[src/rtl/midx_pkg.sv]
package midx_pkg;
   // classification of one received byte
   typedef enum logic [1:0] {
      BC_DATA = 2'd0,   // top bit clear
      BC_KEEP = 2'd1,   // accepted channel status
      BC_DROP = 2'd2,   // status that cancels the remembered one
      BC_RT   = 2'd3    // real-time, transparent
   } byte_class_e;

   // which data byte is expected next
   typedef enum logic {
      PH_KEY = 1'b0,
      PH_VEL = 1'b1
   } phase_e;
endpackage

[src/rtl/midx_classify.sv]
module midx_classify
   import midx_pkg::*;
#(
   parameter int BYTE_W    = 8,
   parameter bit NOTE_ONLY = 1'b1
) (
   input  logic [BYTE_W-1:0] in_byte,
   output byte_class_e       cls
);
   localparam int NIB_W = 4;
   localparam int RT_W  = 5;

   if (BYTE_W != 8) begin : g_bad_width
      $error("midx_classify: BYTE_W must be 8");
   end

   logic [NIB_W-1:0] hi_nib;
   logic             accept;
   logic             is_rt;

   assign hi_nib = in_byte[BYTE_W-1 -: NIB_W];
   assign is_rt  = (in_byte[BYTE_W-1 -: RT_W] == {RT_W{1'b1}});

   if (NOTE_ONLY) begin : g_note_only
      assign accept = (hi_nib == 4'h8) || (hi_nib == 4'h9);
   end else begin : g_two_data
      assign accept = (hi_nib == 4'h8) || (hi_nib == 4'h9) ||
                      (hi_nib == 4'hA) || (hi_nib == 4'hB) ||
                      (hi_nib == 4'hE);
   end

   always_comb begin
      if (!in_byte[BYTE_W-1])
         cls = BC_DATA;
      else if (is_rt)
         cls = BC_RT;
      else if (accept)
         cls = BC_KEEP;
      else
         cls = BC_DROP;
   end
endmodule

[src/rtl/midx_assemble.sv]
module midx_assemble
   import midx_pkg::*;
#(
   parameter int BYTE_W = 8
) (
   input  logic                clk,
   input  logic                rst_n,
   input  logic                in_vld,
   input  logic [BYTE_W-1:0]   in_byte,
   input  byte_class_e         cls,
   output logic                emit,
   output logic [3*BYTE_W-1:0] emit_word
);
   logic [BYTE_W-1:0] run_status;
   logic              run_ok;
   phase_e            phase;
   logic [BYTE_W-1:0] key_hold;

   assign emit      = in_vld && (cls == BC_DATA) && run_ok && (phase == PH_VEL);
   assign emit_word = {run_status, key_hold, in_byte};

   always_ff @(posedge clk or negedge rst_n) begin
      if (!rst_n) begin
         run_status <= '0;
         run_ok     <= 1'b0;
         phase      <= PH_KEY;
         key_hold   <= '0;
      end else if (in_vld) begin
         unique case (cls)
            BC_KEEP: begin
               run_status <= in_byte;
               run_ok     <= 1'b1;
               phase      <= PH_KEY;
            end
            BC_DROP: begin
               run_ok <= 1'b0;
               phase  <= PH_KEY;
            end
            BC_DATA: begin
               if (run_ok) begin
                  if (phase == PH_KEY) begin
                     key_hold <= in_byte;
                     phase    <= PH_VEL;
                  end else begin
                     phase <= PH_KEY;
                  end
               end
            end
            default: ;
         endcase
      end
   end

   AST_RT_TRANSPARENT : assert property (@(posedge clk) disable iff (!rst_n)
      (in_vld && cls == BC_RT) |=> ($stable(run_status) && $stable(run_ok) && $stable(phase) && $stable(key_hold)));
   AST_SYS_CANCELS : assert property (@(posedge clk) disable iff (!rst_n)
      (in_vld && cls == BC_DROP) |=> (!run_ok && !emit));
   AST_IDLE_HOLDS : assert property (@(posedge clk) disable iff (!rst_n)
      (!in_vld) |=> ($stable(run_status) && $stable(phase) && $stable(key_hold) && $stable(run_ok)));
   AST_NEW_STATUS_RESTARTS : assert property (@(posedge clk) disable iff (!rst_n)
      (in_vld && cls == BC_KEEP) |=> (phase == PH_KEY && run_ok));
endmodule

[src/rtl/midx_outreg.sv]
module midx_outreg #(
   parameter int WORD_W = 24
) (
   input  logic              clk,
   input  logic              rst_n,
   input  logic              d_vld,
   input  logic [WORD_W-1:0] d_word,
   output logic              q_vld,
   output logic [WORD_W-1:0] q_word
);
   always_ff @(posedge clk or negedge rst_n) begin
      if (!rst_n) begin
         q_vld  <= 1'b0;
         q_word <= '0;
      end else begin
         q_vld <= d_vld;
         if (d_vld)
            q_word <= d_word;
      end
   end
endmodule

[src/rtl/midx_expander.sv]
module midx_expander
   import midx_pkg::*;
#(
   parameter int BYTE_W    = 8,
   parameter bit NOTE_ONLY = 1'b1
) (
   input  logic                clk,
   input  logic                rst_n,
   input  logic                rx_vld,
   input  logic [7:0]          rx_byte,
   output logic                msg_vld,
   output logic [23:0]         msg_word
);
   localparam int WORD_W = 3 * BYTE_W;

   if (BYTE_W != 8) begin : g_bad_width
      $error("midx_expander: BYTE_W must be 8");
   end

   byte_class_e       cls;
   logic              emit;
   logic [WORD_W-1:0] emit_word;

   midx_classify #(.BYTE_W(BYTE_W), .NOTE_ONLY(NOTE_ONLY)) u_cls (
      .in_byte (rx_byte),
      .cls     (cls)
   );

   midx_assemble #(.BYTE_W(BYTE_W)) u_asm (
      .clk       (clk),
      .rst_n     (rst_n),
      .in_vld    (rx_vld),
      .in_byte   (rx_byte),
      .cls       (cls),
      .emit      (emit),
      .emit_word (emit_word)
   );

   midx_outreg #(.WORD_W(WORD_W)) u_out (
      .clk    (clk),
      .rst_n  (rst_n),
      .d_vld  (emit),
      .d_word (emit_word),
      .q_vld  (msg_vld),
      .q_word (msg_word)
   );

   AST_ONE_CLOCK_GUARD : assert property (@(posedge clk) disable iff (!rst_n)
      msg_vld |=> !msg_vld);
   AST_STATUS_TOP : assert property (@(posedge clk) disable iff (!rst_n)
      msg_vld |-> msg_word[WORD_W-1]);
   AST_DATA_TOP : assert property (@(posedge clk) disable iff (!rst_n)
      msg_vld |-> (!msg_word[2*BYTE_W-1] && !msg_word[BYTE_W-1]));
   AST_FROM_INPUT : assert property (@(posedge clk) disable iff (!rst_n)
      msg_vld |-> $past(rx_vld));
   AST_WORD_HELD : assert property (@(posedge clk) disable iff (!rst_n)
      (!msg_vld && !$past(emit)) |-> $stable(msg_word));
endmodule

[config.mk]
export PLATFORM = sky130hd
export DESIGN_NAME = midx_expander
export DESIGN_NICKNAME = d
export VERILOG_FILES = /design/src/rtl/midx_pkg.sv /design/src/rtl/midx_classify.sv /design/src/rtl/midx_assemble.sv /design/src/rtl/midx_outreg.sv /design/src/rtl/midx_expander.sv
export SDC_FILE = /design/constraint.sdc
export NUM_CORES = 1
export LEC_CHECK = 0
export BUFFER_PORTS_ARGS = -buffer_cell sky130_fd_sc_hd__buf_2
export CORE_MARGIN = 4
export CORE_UTILIZATION = 52
export DETAILED_ROUTE_END_ITERATION = 6
export GPL_ROUTABILITY_DRIVEN = 1
export PLACE_DENSITY = 0.85
export SLEW_MARGIN = 20
export SYNTH_ARGS = -nofsm -noshare
export SYNTH_HDL_FRONTEND = slang
export SYNTH_SLANG_ARGS = --single-unit
[constraint.sdc]
create_clock -name clk -period 1.8 [get_ports clk]
set_clock_uncertainty 0.15 [all_clocks]
set_input_delay 0.09 -clock clk [delete_from_list [all_inputs] [get_ports clk]]
set_output_delay 0.09 -clock clk [all_outputs]
set_load 0.02 [all_outputs]
==> results of run 1 <==
-- final cells by class --
| cell class | instances | area (sq um) | share of cell area [%] |
|---|---|---|---|
| Multi-Input combinational cell | 49 | 513 | 25.9 |
| Sequential cell | 43 | 1080 | 54.3 |
| Tap cell | 42 | 52.6 | 2.65 |
| Timing Repair Buffer | 44 | 263 | 13.2 |
| Clock buffer | 6 | 41.3 | 2.08 |
| Inverter | 2 | 7.51 | 0.379 |
| Clock inverter | 1 | 30.0 | 1.51 |
-- registers in the layout, indices dropped and copies added (netlist names) --
| signal | count |
|---|---|
| u_out.q_word | 24 |
| u_asm.run_status | 8 |
| u_out.q_vld | 1 |
| u_asm.run_ok | 1 |
| u_asm.key_hold | 8 |
| u_asm.phase | 1 |
-- power by group through the flow --
stage / combinational (uW) / clock (uW) / sequential [uW]
floorplan: 249 / 0 / 1580
global placement: 701 / 0 / 1370
detailed placement: 723 / 0 / 1380
CTS: 739 / 586 / 1360
global route: 780 / 622 / 1400
finish: 726 / 568 / 1360
-- Yosys cell counts --
library cell	n
nand2_1	2
nor2_2	1
nand3b_1	1
nor3_4	1
mux2_2	34
dfrtp_1	43
inv_1	2
and2b_2	1
a41oi_1	1
mux2_1	1
buf_6	2
nor2b_1	2
or2_2	1
o21bai_1	2
nand4b_4	1
and2_1	1
-- cell usage in the layout, fill, tap and decap left out, types with 2 or more instances in the layout --
cell type      synthesis  routed
buf_2                  0      35
inv_1                  2       2
o21bai_1               2       2
nand2_1                2       2
dfrtp_1               43      43
nor2b_1                2       2
mux2_2                34      34
dlygate4sd3_1          0       8
clkbuf_4               0       5
-- stage by stage --
step	hold slack [ns]	power, uW	cell area (sq um)
2_1_floorplan	-0.356	1830	1620
3_3_place_gp	-0.0877	2070	1830
3_5_place_dp	-0.0790	2110	1830
4_1_cts	0.0399	2690	1980
5_1_grt	0.0677	2800	1980
6_report	0.0566	2660	1980
-- routing by layer --
metal	vias up	share of wire (%)	track usage [%]	routed length [um]
met4	0	1.8	9.16	51
li1	432	-	-	-
met1	487	40	18.5	1160
met2	22	53	27.9	1510
met5	-	0	0	0
met3	5	4.8	4.03	136
-- cell families after synthesis --
logic type,after synthesis
buf+inv,4
flops,43
compound gates,3
simple gates,11
mux,35
-- worst min path at each step --
| stage | from | endpoint | cells past startpoint |
|---|---|---|---|
| 5_1_grt | rx_byte[7] | u_asm.run_ok | 4 |
| 6_report | rx_vld | u_asm.phase | 4 |
| 4_1_cts | rx_byte[7] | u_asm.run_ok | 4 |
| 3_3_place_gp | rst_n | u_out.q_word[8] | 1 |
| 3_5_place_dp | rst_n | u_asm.key_hold[0] | 1 |
| 2_1_floorplan | rst_n | u_asm.key_hold[0] | 0 |
-- tightest hold or removal path: stages --
cell and delay, ns:
buf_2 0.12, nand3b_1 0.13, nand2_1 0.11, o21bai_1 0.06
==> results.sh, run 1 <==
export IMPL_outcome="complete, no violations"
export IMPL_pwr_share_seq_pct=51.3
export IMPL_power_per_cell_area_nw_per_um2=1340
export IMPL_fp_row_count=19
export IMPL_dieArea_sq_um=4070
export IMPL_hp_class="primary input to flip-flop"
export IMPL_viasPerCell=5.06
export IMPL_ant_nets=0
export IMPL_synthDistinctLibCells=16
export IMPL_synth_top_area_cell="dfrtp_1"
export IMPL_finalMaxSlewViolations=0
export IMPL_post_route_period_util_pct=88.8
export IMPL_numCtsBuffers=5
export IMPL_path_depth=3
export IMPL_grt_first_pass_wirelength_um=5030
export IMPL_synth_top_family_by_area="multiplexers"
export IMPL_ys_seq_area_share_pct=66.5
export IMPL_die_height_um=63.8
export IMPL_dp_cells=172
export IMPL_p_comb_share_pct=27.3
export IMPL_cp_slowest_stage_delay_ns=0.43
export IMPL_postCtsSetupBuffers=0
export IMPL_dp_hpwl_um=1990
export IMPL_syn_area_sq_um=1620
export IMPL_cp_num_buf_inv=0
export IMPL_grt_max_degree=26
export IMPL_antenna_cells=0
export IMPL_drc=0
export IMPL_irDropWorstVdd_mv=0.828
export IMPL_die_w_um=63.8
export IMPL_postLayoutCoreUtil_pct=68.9
export IMPL_worstMarginPinSlew_ns=0.478
export IMPL_rr_worst_depth=3
export IMPL_synth_compound_area_share_pct=1.47
export IMPL_critical_path_class="flip-flop to flip-flop"
export IMPL_grt_use_total_pct=16.3
export IMPL_post_route_cells_drive_above_1_share_pct=55.9
export IMPL_finalWorstSetupSlack_ns=0.202
export IMPL_hold_buffers=8
export IMPL_start_kind="flip-flop"
export IMPL_routed_wl_um=2860
export IMPL_worstPathCellList="nand3b_1, nor2_2, mux2_2"
export IMPL_n_fill_cell=197
export IMPL_grt_pass1_vias=1077
export IMPL_ys_ff_latch=43
export IMPL_post_place_ws_ns=0.211
export IMPL_cts_tree="built"
export IMPL_p_int_uw=1850
export IMPL_gr_total_overflow=0
export IMPL_post_cts_resize_count=0
export IMPL_clk_path_buf_depth=2
export IMPL_clk_latency_ns=0.34
export IMPL_final_hold_viol_count=0
export IMPL_setup_viol=0
export IMPL_synth_area_leaders="dfrtp_1 66%, mux2_2 24%, nand4b_4 1.5%, buf_6 1.4%, nor3_4 1.0%"
export IMPL_initialDrtViolationCount=11
export IMPL_boundaryPins=36
export IMPL_setup_worst_path_end_class="flip-flop"
export IMPL_via_count=946
export IMPL_crit_family="simple AND/OR/NAND/NOR gates"
export IMPL_rr_startpoint="u_asm.run_ok"
export IMPL_synth_mux_area_fraction_pct=24.3
export IMPL_finalNonFillerCells=187
export IMPL_cp_endpoint="u_asm.key_hold[3]"
export IMPL_fin_nets=156
export IMPL_wire_per_inst_um=15.3
export IMPL_r2r_end="u_asm.key_hold[3]"
export IMPL_yosys_warnings=0
export IMPL_clockPowerShare_pct=21.4
export IMPL_worstPathArrival_ns=1.68
export IMPL_coreArea_sq_um=2880
export IMPL_p_leak_uw=0.00105
export IMPL_initial_utilization_pct=56.3
export IMPL_post_route_min_period_ns=1.60
export IMPL_slew_limit_headroom_pct=68.1
export IMPL_synth_xor_area_share_pct=0
export IMPL_htree_levels=2
export IMPL_cp_startpoint="u_asm.run_ok"
export IMPL_synth_fa_ha_area_share_pct=0
export IMPL_place_congestion=0.787
export IMPL_switchingPower_uw=807
export IMPL_cpMaxStageDelayCell="dfrtp_1"
export IMPL_syn_to_final_growth_pct=22.5
export IMPL_io_buffers=35
export IMPL_synth_top_area_share_pct=66.5
export IMPL_fmaxAchievable_mhz=626
export IMPL_antenna_found_initial=0
export IMPL_cap_violations=0
export IMPL_required_ns=1.88
export IMPL_clkTransAtPathRegs_ns=0.12
export IMPL_root_buffer="clkbuf_4"
export IMPL_avgSynthCellArea_sq_um=16.9
export IMPL_synth_simple_area_share_pct=5.87
export IMPL_syn_inst=96
export IMPL_drt_pass1_iter_count=2
export IMPL_cp_max_fo=9
export IMPL_rrSetupSlack_ns=0.20
export IMPL_rsz0062_at_grt="false"
export IMPL_p_sw_share_pct=30.4
export IMPL_finalSetupTns_ns=0
export IMPL_clkSinkCount=43
export IMPL_syn_nets=107
Note: power is estimated with default switching activity, not from simulation.
==> inputs of run 2 (changes only) <==
Settings changed: MAX_ROUTING_LAYER from default to met4.
==> run 2 against run 1 <==
Against the previous run: final cell count did not move; clock-buffer cell count is the same; critical path depth stayed put; non-clock buffer count unchanged; first-iteration DRC count is 9.1% lower; sequential cell count did not move; sequential share of layout area stayed put; clock power increased by 1%; cell area unchanged; critical path type unchanged; sequential power about the same.
==> results.sh, run 2 (synthesis results as in run 1) <==
export IMPL_worstMarginPinSlew_ns=0.479
export IMPL_routed_wl_um=2870
export IMPL_postCtsSetupBuffers=0
export IMPL_largest_reg_flops=24
export IMPL_setup_viol=0
export IMPL_clk_path_buf_depth=2
export IMPL_fmaxAchievable_mhz=630
export IMPL_irDropWorstVdd_mv=0.825
export IMPL_dp_hpwl_um=1990
export IMPL_ant_nets=0
export IMPL_regMostFlops="u_out.q_word"
export IMPL_clk_latency_ns=0.34
export IMPL_grt_max_degree=26
export IMPL_start_kind="flip-flop"
export IMPL_post_route_period_util_pct=88.1
export IMPL_power_per_cell_area_nw_per_um2=1340
export IMPL_boundaryPins=36
export IMPL_grt_first_pass_wirelength_um=5040
export IMPL_antenna_cells=0
export IMPL_drt_pass1_iter_count=2
export IMPL_clkSinkCount=43
export IMPL_p_comb_share_pct=27.2
export IMPL_htree_levels=2
export IMPL_setup_worst_path_end_class="flip-flop"
export IMPL_p_int_uw=1850
export IMPL_rsz0062_at_grt="false"
export IMPL_root_buffer="clkbuf_4"
export IMPL_post_place_ws_ns=0.211
export IMPL_fin_nets=156
export IMPL_layout_commonest_cell="dfrtp_1"
export IMPL_final_hold_viol_count=0
export IMPL_hp_class="primary input to flip-flop"
export IMPL_drc=0
export IMPL_grt_pass1_vias=1074
export IMPL_antenna_found_initial=0
export IMPL_grt_use_total_pct=16.8
export IMPL_coreArea_sq_um=2880
export IMPL_post_route_min_period_ns=1.59
export IMPL_slew_limit_headroom_pct=68.1
export IMPL_gr_total_overflow=0
export IMPL_switchingPower_uw=814
export IMPL_totalPowerFinal_uw=2670
export IMPL_via_count=945
export IMPL_hold_buffers=8
export IMPL_outcome="complete, no violations"
export IMPL_worstPathArrival_ns=1.68
export IMPL_dieArea_sq_um=4070
export IMPL_clockPowerShare_pct=21.5
export IMPL_cp_max_fo=9
export IMPL_cap_violations=0
export IMPL_critical_path_class="flip-flop to flip-flop"
export IMPL_cts_tree="built"
export IMPL_post_cts_resize_count=0
export IMPL_place_congestion=0.798
export IMPL_layout_common_cells="43 x dfrtp_1, 35 x buf_2, 34 x mux2_2, 8 x dlygate4sd3_1, 5 x clkbuf_4"
export IMPL_wire_per_inst_um=15.3
export IMPL_n_fill_cell=197
export IMPL_reg_top3="u_out.q_word x24, u_asm.key_hold x8, u_asm.run_status x8"
export IMPL_finalWorstSetupSlack_ns=0.213
export IMPL_pwr_share_seq_pct=51.2
export IMPL_syn_to_final_growth_pct=22.5
export IMPL_fp_row_count=19
export IMPL_p_leak_uw=0.00105
export IMPL_viasPerCell=5.05
export IMPL_io_buffers=35
export IMPL_post_route_cells_drive_above_1_share_pct=55.9
export IMPL_finalSetupTns_ns=0
export IMPL_p_sw_share_pct=30.6
export IMPL_initial_utilization_pct=56.3
export IMPL_die_w_um=63.8
export IMPL_finalMaxSlewViolations=0
export IMPL_required_ns=1.89
export IMPL_numCtsBuffers=5
export IMPL_initialDrtViolationCount=10
export IMPL_die_height_um=63.8
export IMPL_clkTransAtPathRegs_ns=0.12
==> run 2: cell counts in the layout (fill, tap and decap cells not counted) <==
Identical to the previous run, type by type.
==> run 2: per-layer routing <==
metal  GRT usage [%]  vias to the layer above  share of wire, %
li1                -                      434                 -
met1            18.8                      484                41
met2            27.9                       22                53
met3            3.68                        5               4.3
met4            9.16                        0               1.8
met5               -                        -                 0
==> run 2: layout make-up <==
type                            count  area [sq um]  area share [%]
Inverter                            2          7.51           0.379
Clock inverter                      1          30.0            1.51
Timing Repair Buffer               44           263            13.2
Sequential cell                    43          1080            54.3
Clock buffer                        6          41.3            2.08
Multi-Input combinational cell     49           513            25.9
Tap cell                           42          52.6            2.65
==> run 2: power by group through the flow <==
stage | sequential, uW | clock (uW) | combinational (uW)
final | 1360 | 574 | 726
after global routing | 1400 | 622 | 780
after CTS | 1360 | 586 | 739
after detailed placement | 1380 | 0 | 723
after global placement | 1370 | 0 | 701
after floorplan | 1580 | 0 | 249
==> run 2: critical path: stages, from the launching register on <==
cell,delay [ns]
dfrtp_1,0.43
nand3b_1,0.15
nor2_2,0.37
mux2_2,0.40
==> run 2: through the flow <==
step                      util (%)  cells  area [sq um]  hold WS [ns]
after floorplan                  -     96          1620        -0.356
after global placement        63.7    172          1830       -0.0877
after detailed placement      63.7    172          1830       -0.0790
after CTS                     68.9    187          1980        0.0399
after global routing          68.9    187          1980        0.0677
final                         68.9    187          1980        0.0559
==> run 2: final timing paths <==
kind | slack [ns] | to | startpoint | depth (start not counted)
setup / recovery | 0.21 | u_asm.key_hold[3] | u_asm.run_ok | 3
hold / removal | 0.06 | u_asm.phase | rx_vld | 4
setup reg to reg | 0.21 | u_asm.key_hold[3] | u_asm.run_ok | 3
hold reg to reg | 0.34 | u_asm.run_status[7] | u_asm.run_status[7] | 1
max in group asynchronous | 0.76 | u_out.q_word[6] | rst_n | 3
min in group asynchronous | 0.08 | u_asm.key_hold[2] | rst_n | 2
